`src/rtl/ring_inj_pkg.sv`:
```
package ring_inj_pkg;
    typedef enum logic [1:0] {
        ST_IDLE  = 2'd0,
        ST_ADDR  = 2'd1,
        ST_UPPER = 2'd2,
        ST_LOWER = 2'd3
    } inj_state_t;
endpackage

```
`src/rtl/dest_onehot.sv`:
```
module dest_onehot #(
    parameter int DEST_W = 3,
    localparam int NCH = 1 << DEST_W
) (
    input  logic [DEST_W-1:0] dest_i,
    input  logic              active_i,
    output logic [NCH-1:0]    en_o
);
    for (genvar c = 0; c < NCH; c++) begin : g_en
        assign en_o[c] = active_i && (dest_i == DEST_W'(c));
    end
endmodule

```
`src/rtl/beat_select.sv`:
```
module beat_select
    import ring_inj_pkg::*;
#(
    parameter int PKT_W  = 32,
    parameter int DEST_W = 3,
    localparam int WORD_W = 2 * PKT_W
) (
    input  inj_state_t        state_i,
    input  logic [WORD_W-1:0] word_i,
    input  logic [DEST_W-1:0] dest_i,
    output logic [PKT_W-1:0]  beat_o,
    output logic              is_addr_o
);
    always_comb begin
        beat_o    = '0;
        is_addr_o = 1'b0;
        unique case (state_i)
            ST_IDLE:  beat_o = '0;
            ST_ADDR: begin
                beat_o    = {{(PKT_W-DEST_W){1'b0}}, dest_i};
                is_addr_o = 1'b1;
            end
            ST_UPPER: beat_o = word_i[WORD_W-1:PKT_W];
            ST_LOWER: beat_o = word_i[PKT_W-1:0];
        endcase
    end
endmodule

```
`src/rtl/lane_fanout.sv`:
```
module lane_fanout #(
    parameter int HALF_W = 16,
    parameter int NCH    = 8
) (
    input  logic [HALF_W-1:0]     half_i,
    input  logic [NCH-1:0]        en_i,
    output logic [NCH*HALF_W-1:0] lanes_o
);
    for (genvar c = 0; c < NCH; c++) begin : g_lane
        assign lanes_o[c*HALF_W +: HALF_W] = en_i[c] ? half_i : '0;
    end
endmodule

```
`src/rtl/ring_injector.sv`:
```
module ring_injector
    import ring_inj_pkg::*;
#(
    parameter int PKT_W  = 32,
    parameter int DEST_W = 3,
    localparam int WORD_W = 2 * PKT_W,
    localparam int HALF_W = PKT_W / 2,
    localparam int NCH    = 1 << DEST_W
) (
    input  logic                  clk,
    input  logic                  rst_n,
    input  logic                  in_valid_i,
    output logic                  in_ready_o,
    input  logic [WORD_W-1:0]     in_data_i,
    input  logic [DEST_W-1:0]     in_dest_i,
    output logic [NCH-1:0]        ch_en_o,
    output logic                  addr_beat_o,
    output logic [NCH*HALF_W-1:0] ring_hi_o,
    output logic [NCH*HALF_W-1:0] ring_lo_o
);
    inj_state_t        state_q, state_d;
    logic [WORD_W-1:0] word_q;
    logic [DEST_W-1:0] dest_q;
    logic [PKT_W-1:0]  beat;
    logic              accept;
    logic              busy;

    // state register and capture
    always_ff @(posedge clk) begin
        if (!rst_n) begin
            state_q <= ST_IDLE;
            word_q  <= '0;
            dest_q  <= '0;
        end else begin
            state_q <= state_d;
            if (accept) begin
                word_q <= in_data_i;
                dest_q <= in_dest_i;
            end
        end
    end

    // next state and handshake outputs
    always_comb begin
        in_ready_o = (state_q == ST_IDLE) || (state_q == ST_LOWER);
        accept     = in_valid_i && in_ready_o;
        busy       = (state_q != ST_IDLE);
        state_d    = state_q;
        unique case (state_q)
            ST_IDLE:  state_d = accept ? ST_ADDR : ST_IDLE;
            ST_ADDR:  state_d = ST_UPPER;
            ST_UPPER: state_d = ST_LOWER;
            ST_LOWER: state_d = accept ? ST_ADDR : ST_IDLE;
        endcase
    end

    dest_onehot #(.DEST_W(DEST_W)) u_dec (
        .dest_i   (dest_q),
        .active_i (busy),
        .en_o     (ch_en_o)
    );

    beat_select #(.PKT_W(PKT_W), .DEST_W(DEST_W)) u_beat (
        .state_i   (state_q),
        .word_i    (word_q),
        .dest_i    (dest_q),
        .beat_o    (beat),
        .is_addr_o (addr_beat_o)
    );

    lane_fanout #(.HALF_W(HALF_W), .NCH(NCH)) u_hi (
        .half_i  (beat[PKT_W-1:HALF_W]),
        .en_i    (ch_en_o),
        .lanes_o (ring_hi_o)
    );

    lane_fanout #(.HALF_W(HALF_W), .NCH(NCH)) u_lo (
        .half_i  (beat[HALF_W-1:0]),
        .en_i    (ch_en_o),
        .lanes_o (ring_lo_o)
    );

    // assertions
    p_capture_r2: assert property (@(posedge clk) disable iff (!rst_n)
        (in_valid_i && in_ready_o) |=> (word_q == $past(in_data_i)) && (dest_q == $past(in_dest_i)));
    p_closed_r2: assert property (@(posedge clk) disable iff (!rst_n)
        (state_q == ST_ADDR || state_q == ST_UPPER) |-> !in_ready_o);
    p_onehot_r3: assert property (@(posedge clk) disable iff (!rst_n)
        busy |-> ($onehot(ch_en_o) && ch_en_o[dest_q]));
    p_idle_zero_r4: assert property (@(posedge clk) disable iff (!rst_n)
        (state_q == ST_IDLE) |-> (ch_en_o == '0));
    p_addr_first_r5: assert property (@(posedge clk) disable iff (!rst_n)
        (in_valid_i && in_ready_o) |=> addr_beat_o);
    p_seq_upper_r6: assert property (@(posedge clk) disable iff (!rst_n)
        (state_q == ST_ADDR) |=> (state_q == ST_UPPER));
    p_seq_lower_r6: assert property (@(posedge clk) disable iff (!rst_n)
        (state_q == ST_UPPER) |=> (state_q == ST_LOWER));
    p_hold_r8: assert property (@(posedge clk) disable iff (!rst_n)
        (state_q == ST_ADDR || state_q == ST_UPPER) |=> ($stable(word_q) && $stable(dest_q)));
    p_stream_r9: assert property (@(posedge clk) disable iff (!rst_n)
        (state_q == ST_LOWER && in_valid_i) |=> (state_q == ST_ADDR));
    for (genvar c = 0; c < NCH; c++) begin : g_chk
        p_lane_quiet_r7: assert property (@(posedge clk) disable iff (!rst_n)
            !ch_en_o[c] |-> (ring_hi_o[c*HALF_W +: HALF_W] == '0 &&
                             ring_lo_o[c*HALF_W +: HALF_W] == '0));
    end
endmodule

```
`config.mk`:
```
export PLATFORM = sky130hd
export DESIGN_NAME = ring_injector
export DESIGN_NICKNAME = d
export VERILOG_FILES = /design/src/rtl/ring_inj_pkg.sv /design/src/rtl/dest_onehot.sv /design/src/rtl/beat_select.sv /design/src/rtl/lane_fanout.sv /design/src/rtl/ring_injector.sv
export SDC_FILE = /design/constraint.sdc
export NUM_CORES = 1
export LEC_CHECK = 0
export BUFFER_PORTS_ARGS = -buffer_cell sky130_fd_sc_hd__buf_2
export CORE_AREA = 4 4 130 132
export DETAILED_ROUTE_END_ITERATION = 6
export DIE_AREA = 0 0 134 136
export PLACE_DENSITY = 0.78
export SYNTH_ARGS = -nofsm -noshare
export SYNTH_HDL_FRONTEND = slang
export SYNTH_HIERARCHICAL = 1
export SYNTH_SLANG_ARGS = --single-unit
export TNS_END_PERCENT = 20
```
`constraint.sdc`:
```
create_clock -name clk -period 2.15 [get_ports clk]
set_input_delay 0.215 -clock clk [delete_from_list [all_inputs] [get_ports clk]]
set_output_delay 0.215 -clock clk [all_outputs]
set_load 0.1 [all_outputs]
```
==> results of run 1 <==
-- power by group --
part	internal (W)	switching (W)
registers	0.00152	0.000169
clock network	0.00107	0.000533
logic	0.00102	0.00142
-- cell type report --
class	count	area share (%)
repair buffers	371	51.19
multi-input cells	537	31.84
flip-flops and latches	69	11.65
well taps	216	2.268
clock buffers	12	2.152
clock inverters	4	0.5879
inverters	5	0.1995
diodes	5	0.1050
-- flip-flops by register name, summed over array words and instances (netlist names) --
signal / flops
word_q: 64
state_q: 2
dest_q: 3
-- kinds of logic after synthesis --
logic type / count (synthesis) / synth area share, %
compound gates: 4 / 0.6758
fa+ha+maj: 3 / 0.6990
buf+inv: 51 / 7.526
flops: 69 / 25.72
mux: 99 / 18.59
simple gates: 431 / 46.78
-- routing by layer --
metal	vias to the layer above	part of all wire [%]	track usage (%)
met5	-	0	0
met4	0	4.7	13.37
met3	66	5.2	4.478
met2	239	53	49.66
met1	2880	37	29.45
li1	2754	-	-
-- through the flow --
step / area [um2] / util, % / setup TNS (ps)
finish: 11920 / 75.85 / 0
global route: 11920 / 75.83 / -179.1
CTS: 11800 / 75.08 / -5.821
detailed placement: 11360 / 72.33 / -15.58
global placement: 11360 / 72.33 / 0
floorplan: 5473 / - / -64160
-- cells in the mapped netlist --
cell type  number
buf_6          21
mux2_1          2
and2_2         84
o211a_1         1
and4_2          1
dfxtp_1        69
a22o_1          3
buf_2           8
inv_1           5
nor2b_1        32
buf_8           2
buf_1           1
and4b_2         3
clkbuf_1        8
mux2_4          1
nand2_1       134
mux2i_1        96
and4bb_2        3
and2_1        173
buf_4           6
ha_1            3
nor4b_2         1
-- path summary, 6_finish.rpt --
path / from / end / cells after the start
min: in_data_i[21] / word_q[21]$_SDFFE_PN0P_ / 3
min reg2reg: word_q[47]$_SDFFE_PN0P_ / word_q[47]$_SDFFE_PN0P_ / 2
max: state_q[1]$_SDFF_PN0_ / ring_hi_o[11] / 8
max reg2reg: state_q[0]$_SDFF_PN0_ / word_q[40]$_SDFFE_PN0P_ / 5
-- what timing repair did --
item                       4_1_cts  5_1_grt
setup buffers                    3        2
setup endpoints to repair      237      192
gates cloned                     1        1
gates resized for setup         24       26
pin swaps                        0        6
-- critical path: stages (launching register included) --
cell and delay (ps):
dfxtp_4 410, inv_4 50, ha_4 160, inv_4 70, nor4b_4 200, buf_6 180
buf_16 160, and2_4 160, buf_12 170
==> metrics, run 1 <==
TritonCTS Sinks 69; Vias 5939; Register Area 1389 um2; DRC 0; Clock Skew 5.262 ps; FMAX 0.4721 GHz; Cells after Synth 657; drt via density 4.872; Multi-input gate area 3795 um2; gp weighted congestion 0.8295; vias in the first global route 5936; Port Buffers 335; Starting Density 34.18%; Root Buffer clkbuf_16; VDD IR max 1.624 mV; RSZ-0062 raised after global routing true; Mapped Nets 730; clock tree buffer depth 2; Placed Cells 1191; dominant cells by area after synthesis dfxtp_1, and2_1, mux2i_1; Max Cap Viol 0; setup slack on the worst flop-to-flop path 510 ps; H-tree levels 3; CTS tree yes; worst slack at placement -11.92 ps; top-area cell type share of the netlist area 25.72%; Synth area leader dfxtp_1; hold-fix buffer count after cts 0; worst skew pair latency 330 ps; commonest non-fill, non-tap cell in the layout buf_12; initial antenna violation count 4; synthesized area per cell 8.174 um2; post-route antenna net violation count 0; Die Ht 136 um; crit path max fanout 16; Final Setup Violations 0; critical path required time 1930 ps; die area 18220 um2; Reg clk slew, reported paths 50 ps; largest net degree at the start of global routing 69; Max Slew Vio Count 0; Die W 134 um; Synth warnings 6; HPWL after detailed placement 20.24 mm; GRT Overall Usage 26.78%; fill count 893; Final Hold Viols 0; register area share after synthesis 25.72%; Total Power 0.005733 W; min cycle time layout 2118 ps; Yosys cell types 22; Worst-Margin Slew 497.7 ps; run status finished clean; Final WS setup 31.72 ps; Power Dens Cells 481.1 nW/um2; core area 15710 um2; I/O pin total 336; Rows 46; Mapped Area 5370 um2; CP endpoint kind output port; worst hold slack 121.6 ps; grt total ovfl 0; Final nets 1066; Post-Layout Cell Count 1219; commonest cells after routing, fill and taps aside buf_12, nand2_1, and2_1; cts bufs inserted 9; synthesis-to-layout area growth 121.9%; post-route clock period utilization 98.52%; Leak 5.049 nW; Hold Crit Class input port to flip-flop; initial drt markers 411; wire per inst 21.26 um; first-pass GRT wire length 37.20 mm; final WL 25.92 mm; synthesized flop and latch total 69; fraction of layout cells with a size suffix above 1 56.01%; Relative slew margins 67.05%; CP startpoint kind flip-flop; critical path class flip-flop to output port; Pre-Repair DR Iteration Count 4; arrival time worst endpoint 1900 ps
Power figures use the tool's default switching activity.
==> run 2, diff against run 1 <==
Settings changed: ABC_AREA set to 1, CORE_AREA 4 4 130 132 to 4 4 128 130, DIE_AREA 0 0 134 136 to 0 0 132 134, PLACE_DENSITY 0.78 to 0.86, RECOVER_POWER set to 100, SLEW_MARGIN set to 10.
==> run 2 against run 1 <==
  * Highest routed layer unchanged
  * Die area shrank 2.9%
  * Setup slack lost 270 ps
  * Critical endpoint is now ring_lo_o[114]
  * Synthesized cell count grew 76%
  * Power increased by 22%
  * The flow now finishes with violations (negative setup slack)
  * Critical path type unchanged
==> metrics, run 2 <==
post-route antenna net violation count 0; wire per inst 23.90 um; min cycle time layout 2388 ps; Pre-Repair DR Iteration Count 7; Root Buffer clkbuf_16; clock tree buffer depth 2; Top reg by flops word_q; Starting Density 40.81%; Vias 9040; adder-cell share of the synthesized area 0.6073%; Synth warnings 6; ys async rst share 0%; largest family of logic cells by synthesized area simple AND/OR/NAND/NOR gates; initial drt markers 1122; CP startpoint kind flip-flop; Port Buffers 335; Final nets 1512; initial antenna violation count 4; die area 17690 um2; critical path required time 1930 ps; TritonCTS Sinks 69; gp weighted congestion 0.9077; top-area cell type share of the netlist area 25.08%; Final Hold Viols 0; Mapped Area 6181 um2; Yosys cell types 16; crit path max fanout 8; Die W 132 um; I/O pin total 336; Post-synth top cells nand2_1, inv_1, nor2_1; commonest cells after routing, fill and taps aside nand2_1, buf_12, clkinvlp_4; vias in the first global route 8540; fraction of layout cells with a size suffix above 1 51.59%; xor and xnor area share after synthesis 0%; critical path class flip-flop to output port; Cells after Synth 1155; fraction of synthesized area in multiplexers 0%; hold-fix buffer count after cts 0; largest net degree at the start of global routing 39; Relative slew margins 63.99%; Power Dens Cells 519.7 nW/um2; Final Setup Violations 107; cts bufs inserted 9; Leak 5.042 nW; Max Slew Vio Count 0; synthesis-to-layout area growth 117.2%; CP endpoint kind output port; post-route clock period utilization 111.1%; VDD IR max 0.7489 mV; Final WS setup -238.2 ps; Die Ht 134 um; Total Power 0.006977 W; synthesized flop and latch total 69; Main synth FF type dfxtp_1; Synth Area in Compound Gates 0%; run status complete, but fails checks; simple logic cell fraction of the synthesized area 41.26%; Clock Skew 4.737 ps; Mapped Nets 1228; synthesized area per cell 5.351 um2; GRT Overall Usage 37.32%; EDFF count, synth 0; Reg clk slew, reported paths 60 ps; core area 15150 um2; first-pass GRT wire length 51.43 mm; Max Cap Viol 0; Largest register FFs 64; FMAX 0.4187 GHz; drt via density 5.526; Hold Crit Class input port to flip-flop; RSZ-0062 raised after global routing true; violated checks negative setup slack; Rows 45; CTS tree yes; dominant cells by area after synthesis nand2_1, dfxtp_1, inv_1; grt total ovfl 0; top flop regs word_q x64, dest_q x3, state_q x2; DRC 0; H-tree levels 3; final WL 39.10 mm; Synth area leader nand2_1; Worst-Margin Slew 539.4 ps; worst skew pair latency 340 ps; top-count cell post-synth nand2_1; arrival time worst endpoint 2170 ps; HPWL after detailed placement 24.94 mm; commonest non-fill, non-tap cell in the layout nand2_1; fin util 88.63%; register area share after synthesis 22.35%
[run 2: cell types whose count changed after synthesis, sizes merged, moves of 32 or more]
cell / change
nor2: +147
nand3: +79
inv: +331
and2: -257
buf: +54
nor2b: -32
mux2i: -96
nand2: +285
[run 2: final cells by class]
cell class,instances,area (um2)
Inverter,336,2232
Clock buffer,11,252.7
Timing Repair Buffer,375,6205
Sequential cell,69,1390
Fill cell,560,1722
Clock inverter,5,106.4
Antenna cell,4,10.01
Multi-Input combinational cell,648,2993
Tap cell,188,235.2
[run 2: worst paths after layout]
path,start,end,slack [ps],cells after the start
setup reg to reg,state_q[1]$_SDFF_PN0_,word_q[42]$_SDFFE_PN0P_,270,7
hold reg to reg,word_q[60]$_SDFFE_PN0P_,word_q[60]$_SDFFE_PN0P_,490,2
setup / recovery,state_q[1]$_SDFF_PN0_,ring_lo_o[114],-240,6
hold / removal,in_data_i[40],word_q[40]$_SDFFE_PN0P_,180,5
[run 2: logic make-up (layout without fill, tap and decap cells)]
group / after synthesis / count (layout)
buffers and inverters: 438 / 727
AND/OR/NAND/NOR: 645 / 645
other: 0 / 4
adder cells (fa/ha/maj): 3 / 3
flip-flops: 69 / 69
[run 2: through the flow]
step	instance area [um2]	setup slack, ps	hold WS (ps)	std cells	TNS [ps]
after global placement	12510	246.5	463.0	1598	0
final	13420	-238.2	179.0	1636	-2503
after global routing	13420	-193.3	215.1	1636	-5888
after CTS	13090	-4.263	181.1	1624	-10.11
after detailed placement	12510	117.4	472.9	1598	0
after floorplan	7318	-25.53	421.1	1155	-1007
[run 2: timing repair]
action,in CTS,in global routing
pin swaps,1,3
gates cloned,1,5
gates resized for setup,37,52
setup buffers,9,3
setup endpoints to repair,255,203
[run 2: per-layer routing]
layer / share of wire, % / global-route usage [%] / up-vias
met5: 0 / 0 / -
met4: 11 / 27.01 / 0
met3: 9.5 / 8.665 / 326
met2: 48 / 67.76 / 852
met1: 32 / 37.48 / 4161
li1: - / - / 3701
[run 2: worst max-delay path, cell delays in order (launching register included)]
cell	delay, ps
dfxtp_4	370
buf_4	170
nand3_1	150
nand3_2	290
nand2_1	350
clkinvlp_4	270
buf_12	230
[run 2: power by group]
| group | switching, W | internal [W] | leakage [nW] | total, W |
|---|---|---|---|---|
| registers | 0.000260 | 0.00159 | 0.574 | 0.00185 |
| clock network | 0.000574 | 0.00120 | 0.172 | 0.00177 |
| logic | 0.00234 | 0.00101 | 4.30 | 0.00336 |
